## config.mk

```make
export PLATFORM = sky130hd
export DESIGN_NAME = phy_cfg_loader
export DESIGN_NICKNAME = d
export VERILOG_FILES = /design/src/rtl/pcl_pkg.sv /design/src/rtl/pcl_poll_timer.sv /design/src/rtl/pcl_addr_gen.sv /design/src/rtl/pcl_page_track.sv /design/src/rtl/phy_cfg_loader.sv
export SDC_FILE = /design/constraint.sdc
export NUM_CORES = 1
export LEC_CHECK = 0
export CORE_ASPECT_RATIO = 0.75
export CORE_MARGIN = 5
export CORE_UTILIZATION = 45
export CTS_CLUSTER_SIZE = 30
export DETAILED_ROUTE_END_ITERATION = 8
export HOLD_SLACK_MARGIN = 0.05
export PLACE_DENSITY = 0.71
export RECOVER_POWER = 100
export SETUP_SLACK_MARGIN = 0.3
export SYNTH_ARGS = -nofsm -noshare
export SYNTH_HDL_FRONTEND = slang
export SYNTH_SLANG_ARGS = --single-unit
```

## constraint.sdc

```tcl
create_clock -name clk -period 4.1 [get_ports clk]
set_input_delay 0.82 -clock clk [delete_from_list [all_inputs] [get_ports clk]]
set_output_delay 0.82 -clock clk [all_outputs]
set_load 0.01 [all_outputs]
```

## src/rtl/pcl_pkg.sv

```systemverilog
package pcl_pkg;

    localparam int WORD_W = 16;

    typedef enum logic [3:0] {
        S_IDLE,
        S_CHK_EN,
        S_POLL,
        S_CLR,
        S_CHK_CFG,
        S_RD_DATA,
        S_RD_ADDR,
        S_DECIDE,
        S_WRITE,
        S_NEXT,
        S_FIN,
        S_FAIL
    } pcl_state_e;

endpackage

```

## src/rtl/pcl_poll_timer.sv

```systemverilog
// Produces a sample strobe every INTERVAL cycles while run_i is high.
// The first strobe comes on the first cycle of the run. last_o marks the
// LIMIT-th strobe.
module pcl_poll_timer #(
    parameter int INTERVAL = 4,
    parameter int LIMIT    = 1500
) (
    input  logic clk,
    input  logic rst_n,
    input  logic run_i,
    output logic tick_o,
    output logic last_o
);
    localparam int IW = $clog2(INTERVAL + 1);
    localparam int LW = $clog2(LIMIT + 1);

    logic [IW-1:0] gap_q;
    logic [LW-1:0] polls_q;

    assign tick_o = run_i && (gap_q == '0);
    assign last_o = tick_o && (polls_q == LW'(LIMIT - 1));

    always_ff @(posedge clk or negedge rst_n) begin
        if (!rst_n) begin
            gap_q   <= '0;
            polls_q <= '0;
        end else if (!run_i) begin
            gap_q   <= '0;
            polls_q <= '0;
        end else if (tick_o) begin
            gap_q   <= IW'(INTERVAL - 1);
            polls_q <= polls_q + 1'b1;
        end else begin
            gap_q   <= gap_q - 1'b1;
        end
    end

endmodule

```

## src/rtl/pcl_addr_gen.sv

```systemverilog
// Keeps the entry index and forms word addresses: (base<<1) + 2*idx + phase.
module pcl_addr_gen #(
    parameter int PTR_W  = 12,
    parameter int SIZE_W = 8,
    parameter int AW     = 14
) (
    input  logic              clk,
    input  logic              rst_n,
    input  logic              load_i,
    input  logic              step_i,
    input  logic              phase_i,
    input  logic [PTR_W-1:0]  base_i,
    input  logic [SIZE_W-1:0] size_i,
    output logic [AW-1:0]     addr_o,
    output logic              last_o
);
    logic [PTR_W-1:0]  base_q;
    logic [SIZE_W-1:0] size_q;
    logic [SIZE_W-1:0] idx_q;

    always_ff @(posedge clk or negedge rst_n) begin
        if (!rst_n) begin
            base_q <= '0;
            size_q <= '0;
            idx_q  <= '0;
        end else if (load_i) begin
            base_q <= base_i;
            size_q <= size_i;
            idx_q  <= '0;
        end else if (step_i) begin
            idx_q  <= idx_q + 1'b1;
        end
    end

    assign addr_o = {AW'(base_q), 1'b0} + {AW'(idx_q), 1'b0} + AW'(phase_i);
    assign last_o = (idx_q == size_q - SIZE_W'(1));

endmodule

```

## src/rtl/pcl_page_track.sv

```systemverilog
// Holds the fetched entry words and the current page, and forms the PHY
// address by ORing the entry address with the page.
module pcl_page_track #(
    parameter int          W        = 16,
    parameter logic [15:0] PAGE_SEL = 16'h001F
) (
    input  logic         clk,
    input  logic         rst_n,
    input  logic         clear_i,
    input  logic         cap_data_i,
    input  logic         cap_addr_i,
    input  logic         absorb_i,
    input  logic [W-1:0] word_i,
    output logic         is_page_o,
    output logic [W-1:0] phy_addr_o,
    output logic [W-1:0] phy_data_o
);
    logic [W-1:0] data_q;
    logic [W-1:0] addr_q;
    logic [W-1:0] page_q;

    always_ff @(posedge clk or negedge rst_n) begin
        if (!rst_n) begin
            data_q <= '0;
            addr_q <= '0;
            page_q <= '0;
        end else begin
            if (clear_i)    page_q <= '0;
            if (absorb_i)   page_q <= data_q;
            if (cap_data_i) data_q <= word_i;
            if (cap_addr_i) addr_q <= word_i;
        end
    end

    assign is_page_o  = (addr_q == W'(PAGE_SEL));
    assign phy_addr_o = addr_q | page_q;
    assign phy_data_o = data_q;

endmodule

```

## src/rtl/phy_cfg_loader.sv

```systemverilog
module phy_cfg_loader
    import pcl_pkg::*;
#(
    parameter int          PTR_W         = 12,
    parameter int          SIZE_W        = 8,
    parameter int          POLL_INTERVAL = 4,
    parameter int          POLL_LIMIT    = 1500,
    parameter logic [15:0] PAGE_SEL_ADDR = 16'h001F,
    localparam int         NVM_AW        = ((PTR_W > SIZE_W) ? PTR_W : SIZE_W) + 2
) (
    input  logic              clk,
    input  logic              rst_n,
    input  logic              start_i,
    input  logic              sw_cfg_en_i,
    input  logic              init_done_i,
    input  logic              lcd_wr_en_i,
    input  logic [SIZE_W-1:0] cfg_size_i,
    input  logic [PTR_W-1:0]  cfg_base_dw_i,
    output logic              nvm_rd_req_o,
    output logic [NVM_AW-1:0] nvm_rd_addr_o,
    input  logic              nvm_rd_ack_i,
    input  logic [15:0]       nvm_rd_data_i,
    input  logic              nvm_rd_err_i,
    output logic              phy_wr_req_o,
    output logic [15:0]       phy_wr_addr_o,
    output logic [15:0]       phy_wr_data_o,
    input  logic              phy_wr_ack_i,
    input  logic              phy_wr_err_i,
    output logic              clr_init_done_o,
    output logic              busy_o,
    output logic              done_o,
    output logic              timeout_o,
    output logic              error_o
);
    pcl_state_e state_q, state_d;

    logic poll_tick, poll_last;
    logic ag_load, ag_step, ag_phase, ag_last;
    logic pt_cap_data, pt_cap_addr, pt_absorb, pt_is_page;
    logic done_q, timeout_q, error_q;
    logic start_ok, poll_gaveup;

    pcl_poll_timer #(
        .INTERVAL (POLL_INTERVAL),
        .LIMIT    (POLL_LIMIT)
    ) u_poll (
        .clk    (clk),
        .rst_n  (rst_n),
        .run_i  (state_q == S_POLL),
        .tick_o (poll_tick),
        .last_o (poll_last)
    );

    pcl_addr_gen #(
        .PTR_W  (PTR_W),
        .SIZE_W (SIZE_W),
        .AW     (NVM_AW)
    ) u_addr (
        .clk     (clk),
        .rst_n   (rst_n),
        .load_i  (ag_load),
        .step_i  (ag_step),
        .phase_i (ag_phase),
        .base_i  (cfg_base_dw_i),
        .size_i  (cfg_size_i),
        .addr_o  (nvm_rd_addr_o),
        .last_o  (ag_last)
    );

    pcl_page_track #(
        .W        (WORD_W),
        .PAGE_SEL (PAGE_SEL_ADDR)
    ) u_page (
        .clk        (clk),
        .rst_n      (rst_n),
        .clear_i    (ag_load),
        .cap_data_i (pt_cap_data),
        .cap_addr_i (pt_cap_addr),
        .absorb_i   (pt_absorb),
        .word_i     (nvm_rd_data_i),
        .is_page_o  (pt_is_page),
        .phy_addr_o (phy_wr_addr_o),
        .phy_data_o (phy_wr_data_o)
    );

    assign start_ok    = (state_q == S_IDLE) && start_i;
    assign poll_gaveup = (state_q == S_POLL) && poll_tick && !init_done_i && poll_last;

    // Next-state logic
    always_comb begin
        state_d = state_q;
        unique case (state_q)
            S_IDLE:    if (start_i) state_d = S_CHK_EN;
            S_CHK_EN:  state_d = sw_cfg_en_i ? S_POLL : S_FIN;
            S_POLL:    if (poll_tick && (init_done_i || poll_last)) state_d = S_CLR;
            S_CLR:     state_d = S_CHK_CFG;
            S_CHK_CFG: state_d = (lcd_wr_en_i || (cfg_size_i == '0)) ? S_FIN : S_RD_DATA;
            S_RD_DATA: if (nvm_rd_ack_i) state_d = nvm_rd_err_i ? S_FAIL : S_RD_ADDR;
            S_RD_ADDR: if (nvm_rd_ack_i) state_d = nvm_rd_err_i ? S_FAIL : S_DECIDE;
            S_DECIDE:  state_d = pt_is_page ? S_NEXT : S_WRITE;
            S_WRITE:   if (phy_wr_ack_i) state_d = phy_wr_err_i ? S_FAIL : S_NEXT;
            S_NEXT:    state_d = ag_last ? S_FIN : S_RD_DATA;
            S_FIN:     state_d = S_IDLE;
            S_FAIL:    state_d = S_IDLE;
            default:   state_d = S_IDLE;
        endcase
    end

    // State register and result flags
    always_ff @(posedge clk or negedge rst_n) begin
        if (!rst_n) begin
            state_q   <= S_IDLE;
            done_q    <= 1'b0;
            timeout_q <= 1'b0;
            error_q   <= 1'b0;
        end else begin
            state_q <= state_d;
            if (start_ok) begin
                done_q    <= 1'b0;
                timeout_q <= 1'b0;
                error_q   <= 1'b0;
            end else begin
                if (state_q == S_FIN || state_q == S_FAIL) done_q <= 1'b1;
                if (state_q == S_FAIL) error_q <= 1'b1;
                if (poll_gaveup) timeout_q <= 1'b1;
            end
        end
    end

    // Outputs and datapath strobes decoded from the state
    always_comb begin
        nvm_rd_req_o    = 1'b0;
        phy_wr_req_o    = 1'b0;
        clr_init_done_o = 1'b0;
        ag_load         = 1'b0;
        ag_step         = 1'b0;
        ag_phase        = 1'b0;
        pt_cap_data     = 1'b0;
        pt_cap_addr     = 1'b0;
        pt_absorb       = 1'b0;
        unique case (state_q)
            S_CLR:     clr_init_done_o = 1'b1;
            S_CHK_CFG: ag_load = 1'b1;
            S_RD_DATA: begin
                nvm_rd_req_o = 1'b1;
                pt_cap_data  = nvm_rd_ack_i && !nvm_rd_err_i;
            end
            S_RD_ADDR: begin
                nvm_rd_req_o = 1'b1;
                ag_phase     = 1'b1;
                pt_cap_addr  = nvm_rd_ack_i && !nvm_rd_err_i;
            end
            S_DECIDE:  pt_absorb = pt_is_page;
            S_WRITE:   phy_wr_req_o = 1'b1;
            S_NEXT:    ag_step = !ag_last;
            default:   ;
        endcase
    end

    assign busy_o    = (state_q != S_IDLE);
    assign done_o    = done_q;
    assign timeout_o = timeout_q;
    assign error_o   = error_q;

endmodule

```

==> metrics.log, run 1 <==
INFO  metric h-tree-depth = 3
INFO  metric number_of_i_o_port_buffers = 98
INFO  metric ys_types = 56
INFO  metric floorplan.rows = 33
INFO  metric skew = 0.00773 ns
INFO  metric syn_nets = 596
INFO  metric groute.usage.overall = 20.3%
INFO  metric tightest_slew = 2.55 ns
INFO  metric layout-area-overhead-vs-synth = 28.5%
INFO  metric filler_cell_count = 938
INFO  metric dr.first_iter.drc_count = 294
INFO  metric total_power = 3960 uW
INFO  metric max_cap_viol_count = 1
INFO  metric synth_seq_cells = 97
INFO  metric total_area_of_multi_input_combinational_cells = 2540 um2
INFO  metric grt_max_degree = 47
INFO  metric worst_setup_path_start_kind = flip-flop
INFO  metric maxSlewViolCount = 47
INFO  metric timing_worst_setup_path_type = reg -> out
INFO  metric post_placement_cell_count = 756
INFO  metric power_leakage = 0.00315 uW
INFO  metric route.detailed.vias_per_inst = 5.46
INFO  metric placement_stage_worst_setup_slack = 0.330 ns
INFO  metric critical-path-max-stage-delay = 0.41 ns
INFO  metric count_of_flip_flops_with_a_built_in_enable_after_synthesis = 0
INFO  metric clock_tree.root_cell = sky130_fd_sc_hd__clkbuf_16
INFO  metric violations = max-capacitance violations, max-slew violations
INFO  metric status = finished with violations
INFO  metric cts_tree = yes
INFO  metric min_delay_path_class = reg -> reg
INFO  metric critPathMaxFanout = 3
INFO  metric dominantRegCellSynth = sky130_fd_sc_hd__dfrtp_1
INFO  metric critical_path.cell_chain = ha_1 -> inv_1 -> fa_1 -> nor2b_1 -> o21ai_0 -> a21boi_0 -> buf_4 -> o221ai_2 -> buf_4 -> a211oi_2 -> xor2_1 -> clkdlybuf4s25_1
INFO  metric max-slew-margin-rel = -70.2%
INFO  metric drtAntennaViolNets = 0
INFO  metric cp_dominant_cell_by_count = sky130_fd_sc_hd__buf_4
INFO  metric number_of_antenna_violations_at_the_first_check_in_global_routing = 0
INFO  metric io_pins = 99
INFO  metric critical-path-top-delay-family = buffers and inverters
INFO  metric vdd_drop_max = 0.282 mV
INFO  metric final-instance-count-excl-fill = 779
INFO  metric timing.final.hold_violations = 0
INFO  metric route.detailed.wl_per_inst = 17.1 um
INFO  metric ys.warnings.count = 0
INFO  metric min_period = 3.79 ns
INFO  metric synth_top_area_share = 47.4%
INFO  metric cts.reportedPaths.clkPinSlew = 0.07 ns
INFO  metric critical_path_depth = 12
INFO  metric initial_core_util = 46.5%
INFO  metric antenna_cells_inserted = 0
INFO  metric crit_arrival = 2.97 ns
INFO  metric drt_drc_violations_left = 0
INFO  metric worstSetupEndpointType = output port
INFO  metric path_buf_inv = 4
INFO  metric grt_first_pass_wirelength = 22.1 mm
INFO  metric dr_total_vias = 4254
INFO  metric post_synth_main_area_contributors = sky130_fd_sc_hd__dfrtp_1, sky130_fd_sc_hd__nand2_1, sky130_fd_sc_hd__mux2_2
INFO  metric maximum_buffer_depth_of_the_clock_tree = 2
INFO  metric overflow = 0
INFO  metric wire_length_after_detailed_routing = 13.4 mm
INFO  metric die_height = 102 um
INFO  metric gpl.final_weighted_congestion = 0.840
INFO  metric place.detailed.hpwl = 9.56 mm
INFO  metric setup_viol_count_final = 0
INFO  metric register_area = 2430 um2
INFO  metric nNetsFinal = 694
INFO  metric first_global_vias = 4363
INFO  metric worst_r2r_path_depth = 8
INFO  metric cts_made_buffers = 9
INFO  metric worstSkewPairLatency = 0.35 ns
INFO  metric share_of_the_clock_period_used_by_the_worst_path = 92.4%
INFO  metric chipWidth = 133 um
INFO  metric syn-cell-area = 5130 um2
INFO  metric post_synth.cell_area_avg = 9.56 um2
INFO  metric slowest_stage = sky130_fd_sc_hd__fa_1
INFO  metric yosysSeqAreaShare = 47.4%
INFO  metric dieArea = 13600 um2
INFO  metric synth_top_area_cell = sky130_fd_sc_hd__dfrtp_1
INFO  metric fin_tns_setup = 0 ns
INFO  metric clock-sinks = 97
INFO  metric power-per-cell-area = 601 nW/um2
INFO  metric synthCells = 536
INFO  metric coreArea = 11000 um2
INFO  metric critPathRequiredTime = 3.28 ns
INFO  metric post_route_cells_drive_above_1_share = 12.8%
INFO  metric asyncSetResetFlopFracSynth = 100%
INFO  metric final.setup.worst_slack = 0.310 ns
INFO  metric rsz_0062_raised_after_global_routing = false
INFO  metric holdPathStages = 1
INFO  metric detailedRoute.firstPassIterationCount = 5
INFO  metric maximum_clock_frequency = 0.264 GHz
INFO  metric hold_buffers = 0
==> layer usage <==
layer	GRT usage [%]	vias to the layer above	wire length [um]
li1	-	2046	-
met1	27.7	2079	6270
met2	32.4	112	6080
met3	5.36	17	796
met4	5.38	0	206
met5	0	-	0
==> repair_timing <==
action / 4_1_cts / 5_1_grt
setup endpoints to repair: 4 / 5
pin swaps: 1 / 3
cloned: 0 / 0
buffers inserted: 4 / 3
gates resized for setup: 5 / 4
==> stage by stage <==
step	hold WS [ns]	util [%]	area, um2
detailed placement	0.441	56.5	6230
floorplan	0.420	-	5130
CTS	0.449	60.0	6610
finish	0.443	59.8	6590
global placement	0.434	56.5	6230
global route	0.468	59.8	6590
==> flip-flops by register name, summed over array words and instances (netlist names) <==
signal and cells:
u_page.addr_q 16, u_page.page_q 16, u_page.phy_data_o 16, u_addr.base_q 12
u_poll.polls_q 11, u_addr.idx_q 8, u_addr.size_q 8, state_q 4
u_poll.gap_q 3, done_o 1, error_o 1, timeout_o 1
==> logic make-up (layout without fill, tap and decap cells) <==
kind of cell / after synthesis / in the layout / share of synthesized area, %
XOR/XNOR: 27 / 27 / 4.61
flip-flops: 97 / 97 / 47.4
multiplexers: 40 / 40 / 8.62
AO/OA/AOI/OAI: 88 / 88 / 11.2
AND/OR/NAND/NOR: 232 / 232 / 21.5
buffers and inverters: 37 / 140 / 2.95
adder cells (fa/ha/maj): 15 / 15 / 3.76
==> cells in the final DEF (no fill, tap or decap), drive strengths merged, types with 5 or more instances in the layout <==
master	n
clkdlybuf4s50	45
a31oi	5
nor2b	8
o211ai	5
nand2b	6
nand3b	5
nor3	7
ha	13
inv	17
or2	19
mux2i	7
and3	7
dfrtp	97
mux2	33
xor2	14
nand2	108
buf	8
a21oi	15
clkbuf	14
nand4	5
dlygate4sd3	49
xnor2	13
nand3	12
nor4	7
o21ai	29
nor2	38
==> synth_stat cells (3+ instances only) <==
| master | instances |
|---|---|
| sky130_fd_sc_hd__a211o_1 | 4 |
| sky130_fd_sc_hd__a211oi_1 | 3 |
| sky130_fd_sc_hd__a21oi_1 | 15 |
| sky130_fd_sc_hd__a31oi_1 | 5 |
| sky130_fd_sc_hd__a41oi_1 | 3 |
| sky130_fd_sc_hd__and2_1 | 4 |
| sky130_fd_sc_hd__and3_1 | 7 |
| sky130_fd_sc_hd__clkbuf_1 | 20 |
| sky130_fd_sc_hd__dfrtp_1 | 97 |
| sky130_fd_sc_hd__ha_1 | 13 |
| sky130_fd_sc_hd__inv_1 | 14 |
| sky130_fd_sc_hd__mux2_2 | 33 |
| sky130_fd_sc_hd__mux2i_1 | 7 |
| sky130_fd_sc_hd__nand2_1 | 108 |
| sky130_fd_sc_hd__nand2b_1 | 6 |
| sky130_fd_sc_hd__nand3_1 | 12 |
| sky130_fd_sc_hd__nand3b_1 | 5 |
| sky130_fd_sc_hd__nand4_1 | 5 |
| sky130_fd_sc_hd__nor2_1 | 38 |
| sky130_fd_sc_hd__nor2b_1 | 8 |
| sky130_fd_sc_hd__nor3_1 | 7 |
| sky130_fd_sc_hd__nor4_1 | 6 |
| sky130_fd_sc_hd__o211ai_1 | 5 |
| sky130_fd_sc_hd__o21a_1 | 4 |
| sky130_fd_sc_hd__o21ai_0 | 26 |
| sky130_fd_sc_hd__or2_2 | 18 |
| sky130_fd_sc_hd__xnor2_1 | 13 |
| sky130_fd_sc_hd__xor2_1 | 14 |
==> cell type report <==
type	count	area share (%)
clock buffers	9	3.42
clock inverters	7	1.65
inverters	14	0.798
multi-input cells	402	38.6
flip-flops and latches	97	36.9
well taps	140	2.66
repair buffers	110	16.0
==> worst paths after layout <==
| path | slack [ns] | startpoint | to |
|---|---|---|---|
| setup / recovery | 0.31 | u_addr.idx_q[0] | nvm_rd_addr_o[11] |
| hold / removal | 0.44 | u_poll.gap_q[0] | u_poll.gap_q[0] |
| setup reg to reg | 0.88 | u_addr.size_q[0] | u_addr.idx_q[1] |
| hold reg to reg | 0.44 | u_poll.gap_q[0] | u_poll.gap_q[0] |
| max in group asynchronous | 0.99 | rst_n | u_addr.idx_q[0] |
| min in group asynchronous | 1.26 | rst_n | u_addr.size_q[7] |
==> where the power goes <==
part           internal, uW  switching (uW)
clock                   548             398
sequential             1190             264
combinational           761             799
(Power assumes the default switching activity.)
==> inputs of run 2 (changes only) <==
--- a/config.mk
+++ b/config.mk
@@ -12,7 +12,6 @@
 export DETAILED_ROUTE_END_ITERATION = 8
 export HOLD_SLACK_MARGIN = 0.05
 export PLACE_DENSITY = 0.71
-export RECOVER_POWER = 100
 export SETUP_SLACK_MARGIN = 0.3
 export SYNTH_ARGS = -nofsm -noshare
 export SYNTH_HDL_FRONTEND = slang
==> metrics.log, run 2 (synthesized netlist as in run 1, its figures left out) <==
INFO  metric status = finished clean
INFO  metric route.detailed.vias_per_inst = 5.48
INFO  metric rsz_0062_raised_after_global_routing = false
INFO  metric holdPathStages = 1
INFO  metric share_of_the_clock_period_used_by_the_worst_path = 89.1%
INFO  metric min_delay_path_class = reg -> reg
INFO  metric number_of_i_o_port_buffers = 98
INFO  metric maximum_buffer_depth_of_the_clock_tree = 2
INFO  metric detailedRoute.firstPassIterationCount = 5
INFO  metric max-slew-margin-rel = 39.0%
INFO  metric skew = 0.00671 ns
INFO  metric worst_r2r_path_depth = 8
INFO  metric setup_viol_count_final = 0
INFO  metric hold_buffers = 0
INFO  metric clock-sinks = 97
INFO  metric wire_length_after_detailed_routing = 13.3 mm
INFO  metric place.detailed.hpwl = 9.56 mm
INFO  metric initial_core_util = 46.5%
INFO  metric layout-area-overhead-vs-synth = 29.6%
INFO  metric tightest_slew = 0.912 ns
INFO  metric drt_drc_violations_left = 0
INFO  metric power_leakage = 0.00310 uW
INFO  metric chipWidth = 133 um
INFO  metric hold_slack = 0.443 ns
INFO  metric maxSlewViolCount = 0
INFO  metric vdd_drop_max = 0.285 mV
INFO  metric groute.usage.overall = 20.3%
INFO  metric nNetsFinal = 694
INFO  metric power-per-cell-area = 611 nW/um2
INFO  metric dr.first_iter.drc_count = 295
INFO  metric timing.final.hold_violations = 0
INFO  metric maximum_clock_frequency = 0.274 GHz
INFO  metric cts_made_buffers = 9
INFO  metric worstSkewPairLatency = 0.35 ns
INFO  metric first_global_vias = 4363
INFO  metric overflow = 0
INFO  metric min_period = 3.65 ns
INFO  metric gpl.final_weighted_congestion = 0.840
INFO  metric die_height = 102 um
INFO  metric worst_setup_path_start_kind = flip-flop
INFO  metric grt_first_pass_wirelength = 22.1 mm
INFO  metric crit_arrival = 2.83 ns
INFO  metric critPathMaxFanout = 10
INFO  metric drtAntennaViolNets = 0
INFO  metric timing_worst_setup_path_type = reg -> out
INFO  metric critPathRequiredTime = 3.28 ns
INFO  metric layout.cells.most_common = sky130_fd_sc_hd__nand2_1
INFO  metric clock_tree.root_cell = sky130_fd_sc_hd__clkbuf_16
INFO  metric worstSetupEndpointType = output port
INFO  metric io_pins = 99
INFO  metric route.detailed.wl_per_inst = 17.1 um
INFO  metric antenna_cells_inserted = 0
INFO  metric floorplan.rows = 33
INFO  metric grt_max_degree = 47
INFO  metric max_cap_viol_count = 0
INFO  metric cts.reportedPaths.clkPinSlew = 0.07 ns
INFO  metric post_route_cells_drive_above_1_share = 14.1%
INFO  metric number_of_antenna_violations_at_the_first_check_in_global_routing = 0
INFO  metric fin_tns_setup = 0 ns
INFO  metric dr_total_vias = 4266
INFO  metric dieArea = 13600 um2
INFO  metric cts_tree = yes
INFO  metric leading_cell_types_in_the_layout_fill_and_taps_excluded = sky130_fd_sc_hd__nand2_1, sky130_fd_sc_hd__dfrtp_1, sky130_fd_sc_hd__clkdlybuf4s50_1
INFO  metric h-tree-depth = 3
INFO  metric coreArea = 11000 um2
## run 2: layout make-up
| type | count | area (um2) |
|---|---|---|
| tap | 140 | 175 |
| multi-input combinational | 402 | 2580 |
| timing repair buffer | 110 | 1080 |
| inverter | 14 | 52.6 |
| sequential | 97 | 2430 |
| clock inverter | 7 | 109 |
| clock buffer | 9 | 225 |
| fill | 932 | 4380 |
## run 2: metal layers
metal	GRT usage (%)	part of all wire (%)	vias up	wire [um]
met1	27.7	46	2057	6170
met3	5.36	6.3	20	837
met4	5.38	1.6	0	219
met5	0	0	-	0
li1	-	-	2046	-
met2	32.4	46	143	6070
## run 2: path summary, 6_finish.rpt
path	slack (ns)	startpoint	end
worst min-delay path	0.44	u_poll.gap_q[0]	u_poll.gap_q[0]
max in group asynchronous	2.79	rst_n	u_addr.idx_q[0]
worst max register to register	1.22	u_addr.size_q[0]	u_addr.idx_q[1]
min in group asynchronous	0.48	rst_n	u_addr.size_q[7]
worst max-delay path	0.45	u_addr.idx_q[2]	nvm_rd_addr_o[7]
worst min register to register	0.44	u_poll.gap_q[0]	u_poll.gap_q[0]
## run 2: critical path: stages, from the launching register on
cell                              delay [ns]
sky130_fd_sc_hd__dfrtp_1                0.48
sky130_fd_sc_hd__ha_1                   0.39
sky130_fd_sc_hd__nor2b_1                0.14
sky130_fd_sc_hd__o21ai_0                0.22
sky130_fd_sc_hd__a21boi_1               0.13
sky130_fd_sc_hd__buf_4                  0.15
sky130_fd_sc_hd__o221ai_2               0.19
sky130_fd_sc_hd__a21boi_0               0.21
sky130_fd_sc_hd__clkdlybuf4s50_1        0.56
## run 2: per-stage QoR
step                      cells  power (uW)  cell area, um2  util [%]  setup WS [ns]
final                       779        4060            6640      60.3          0.445
after global routing        779        4320            6640      60.3          0.300
after CTS                   776        4080            6610      60.0          0.321
after detailed placement    756        3100            6230      56.5          0.330
after global placement      756        3040            6230      56.5          0.504
after floorplan             536        2380            5130         -           1.11
## run 2: repair_timing
| item | in CTS | in global routing |
|---|---|---|
| setup endpoints to repair | 4 | 5 |
| buffers inserted | 4 | 3 |
| pin swaps | 1 | 3 |
| gates resized for setup | 5 | 4 |
## run 2: power by group
part,total [uW],switching (uW),internal [uW]
clock network,944,396,548
registers,1470,276,1190
logic,1650,811,835
total,4060,1480,2570
==> inputs of run 3 (changes only) <==
--- a/config.mk
+++ b/config.mk
@@ -11,7 +11,7 @@
 export CTS_CLUSTER_SIZE = 30
 export DETAILED_ROUTE_END_ITERATION = 8
 export HOLD_SLACK_MARGIN = 0.05
-export PLACE_DENSITY = 0.71
+export PLACE_DENSITY = 0.78
 export SETUP_SLACK_MARGIN = 0.3
 export SYNTH_ARGS = -nofsm -noshare
 export SYNTH_HDL_FRONTEND = slang
==> constraint.sdc (replaced) <==
create_clock -name clk -period 3.93 [get_ports clk]
set_input_delay 0.786 -clock clk [delete_from_list [all_inputs] [get_ports clk]]
set_output_delay 0.786 -clock clk [all_outputs]
set_load 0.01 [all_outputs]
==> metrics.log, run 3 (synthesized netlist as in run 1, its figures left out) <==
INFO  metric maximum_clock_frequency = 0.286 GHz
INFO  metric post_route_cells_drive_above_1_share = 13.7%
INFO  metric worst-r2r-setup-slack = 1.07 ns
INFO  metric dr.first_iter.drc_count = 262
INFO  metric cts_made_buffers = 9
INFO  metric number_of_antenna_violations_at_the_first_check_in_global_routing = 0
INFO  metric maximum_buffer_depth_of_the_clock_tree = 2
INFO  metric total_area_of_multi_input_combinational_cells = 2580 um2
INFO  metric floorplan.rows = 33
INFO  metric timing.final.hold_violations = 0
INFO  metric clock_tree.root_cell = sky130_fd_sc_hd__clkbuf_16
INFO  metric met3WireLength = 685 um
INFO  metric status = finished clean
INFO  metric initial_core_util = 46.5%
INFO  metric die_height = 102 um
INFO  metric groute.usage.overall = 19.6%
INFO  metric drt_drc_violations_left = 0
INFO  metric worstSetupEndpointType = output port
INFO  metric slowest_stage = sky130_fd_sc_hd__clkdlybuf4s50_1
INFO  metric dr_total_vias = 4317
INFO  metric cts_tree = yes
INFO  metric hold_path.startpoint = u_poll.gap_q[0]
INFO  metric route.detailed.wl_per_inst = 16.8 um
INFO  metric final.setup.worst_slack = 0.434 ns
INFO  metric critical_path.reg2reg.startpoint = u_addr.size_q[0]
INFO  metric coreArea = 11000 um2
INFO  metric chipWidth = 133 um
INFO  metric tightest_slew = 0.917 ns
INFO  metric setup_viol_count_final = 0
INFO  metric layout.cells.most_common = sky130_fd_sc_hd__nand2_1
INFO  metric timing_worst_setup_path_type = reg -> out
INFO  metric worstSkewPairLatency = 0.34 ns
INFO  metric power_leakage = 0.00304 uW
INFO  metric nNetsFinal = 690
INFO  metric skew = 0.00955 ns
INFO  metric route.met2.wl = 6.15 mm
INFO  metric hold_buffers = 0
INFO  metric min_delay_path_class = reg -> reg
INFO  metric number_of_i_o_port_buffers = 98
INFO  metric leading_cell_types_in_the_layout_fill_and_taps_excluded = sky130_fd_sc_hd__nand2_1, sky130_fd_sc_hd__dfrtp_1, sky130_fd_sc_hd__clkdlybuf4s50_1
INFO  metric critical-path-max-stage-delay = 0.56 ns
INFO  metric detailedRoute.firstPassIterationCount = 6
INFO  metric vdd_drop_max = 0.380 mV
INFO  metric gpl.final_weighted_congestion = 0.848
INFO  metric critPathMaxFanout = 2
INFO  metric place.detailed.hpwl = 9.54 mm
INFO  metric filler_cell_count = 917
INFO  metric maxSlewViolCount = 0
INFO  metric critPathRequiredTime = 3.14 ns
INFO  metric overflow = 0
INFO  metric cts.reportedPaths.clkPinSlew = 0.07 ns
INFO  metric worst_setup_path_start_kind = flip-flop
INFO  metric register_area = 2430 um2
INFO  metric share_of_the_clock_period_used_by_the_worst_path = 89.0%
INFO  metric antenna_cells_inserted = 0
INFO  metric max_cap_viol_count = 0
INFO  metric layout-area-overhead-vs-synth = 28.1%
INFO  metric route.detailed.vias_per_inst = 5.57
INFO  metric detailed_route_wire_length_on_metal_1 = 6.03 mm
INFO  metric rsz_0062_raised_after_global_routing = true
INFO  metric placement_stage_worst_setup_slack = 0.150 ns
INFO  metric wire_length_after_detailed_routing = 13.0 mm
INFO  metric first_global_vias = 4351
INFO  metric route.top_layer_used = met4
INFO  metric fin_tns_setup = 0 ns
INFO  metric holdPathStages = 1
INFO  metric h-tree-depth = 3
INFO  metric crit_arrival = 2.71 ns
INFO  metric path_buf_inv = 3
INFO  metric clock-sinks = 97
INFO  metric timing.hold.worst_endpoint = u_poll.gap_q[0]
INFO  metric power-per-cell-area = 623 nW/um2
INFO  metric max-slew-margin-rel = 38.7%
INFO  metric critical_path.cell_chain = ha_1 -> inv_1 -> fa_1 -> nor2b_1 -> o21ai_1 -> a21boi_1 -> buf_4 -> o21ai_0 -> a21boi_0 -> clkdlybuf4s50_1
INFO  metric grt_first_pass_wirelength = 21.6 mm
INFO  metric critical-path-top-delay-family = buffers and inverters
INFO  metric drtAntennaViolNets = 0
INFO  metric io_pins = 99
INFO  metric min_period = 3.50 ns
INFO  metric worst_r2r_path_depth = 8
INFO  metric grt_max_degree = 63
INFO  metric r2r_end = u_addr.idx_q[1]
INFO  metric dieArea = 13600 um2
[run 3: cell types whose count changed in the layout (fill, tap and decap cells not counted), sizes merged]
cell	before	now
dlygate4sd2	0	3
clkinvlp	0	1
bufinv	2	0
clkdlybuf4s50	94	92
clkinv	2	0
dlymetal6s2s	3	2
buf	13	9
inv	17	20
[run 3: how the worst max path moves through the flow]
stage,startpoint,endpoint,slack [ns],cells past startpoint
after floorplan,u_addr.idx_q[0],nvm_rd_addr_o[11],0.97,9
after global placement,u_addr.idx_q[0],nvm_rd_addr_o[11],0.36,10
after CTS,u_addr.idx_q[1],nvm_rd_addr_o[12],0.34,8
final,u_addr.idx_q[0],nvm_rd_addr_o[7],0.43,10
after global routing,u_addr.idx_q[0],nvm_rd_addr_o[7],0.24,10
after detailed placement,u_addr.idx_q[0],nvm_rd_addr_o[11],0.15,10
[run 3: final cells by class]
cell class	count	area share, %
Sequential cell	97	37.0
Clock buffer	9	3.43
Timing Repair Buffer	106	15.8
Inverter	14	0.800
Multi-Input combinational cell	402	39.3
Clock inverter	7	0.991
Tap cell	140	2.67
[run 3: per-stage QoR]
stage	power [uW]	util, %	instances	hold slack [ns]	instance area [um2]
floorplan	2480	-	536	0.420	5130
global placement	3160	56.5	756	0.433	6230
detailed placement	3230	56.5	756	0.439	6230
CTS	4110	59.4	774	0.449	6550
global route	4340	59.6	775	0.481	6570
finish	4090	59.6	775	0.446	6570
[run 3: what timing repair did]
action | in CTS | in global routing
buffers inserted | 2 | 1
gates resized for setup | 10 | 3
setup endpoints to repair | 6 | 5
pin swaps | 2 | 1
[run 3: power breakdown]
part           switching, uW  internal (uW)
clock                    409            447
combinational            848            861
sequential               281           1240
[run 3: layer usage]
layer / up-vias / global-route usage [%]
li1: 2033 / -
met4: 0 / 5.06
met1: 2139 / 27.4
met3: 13 / 4.13
met5: - / 0
met2: 132 / 31.5
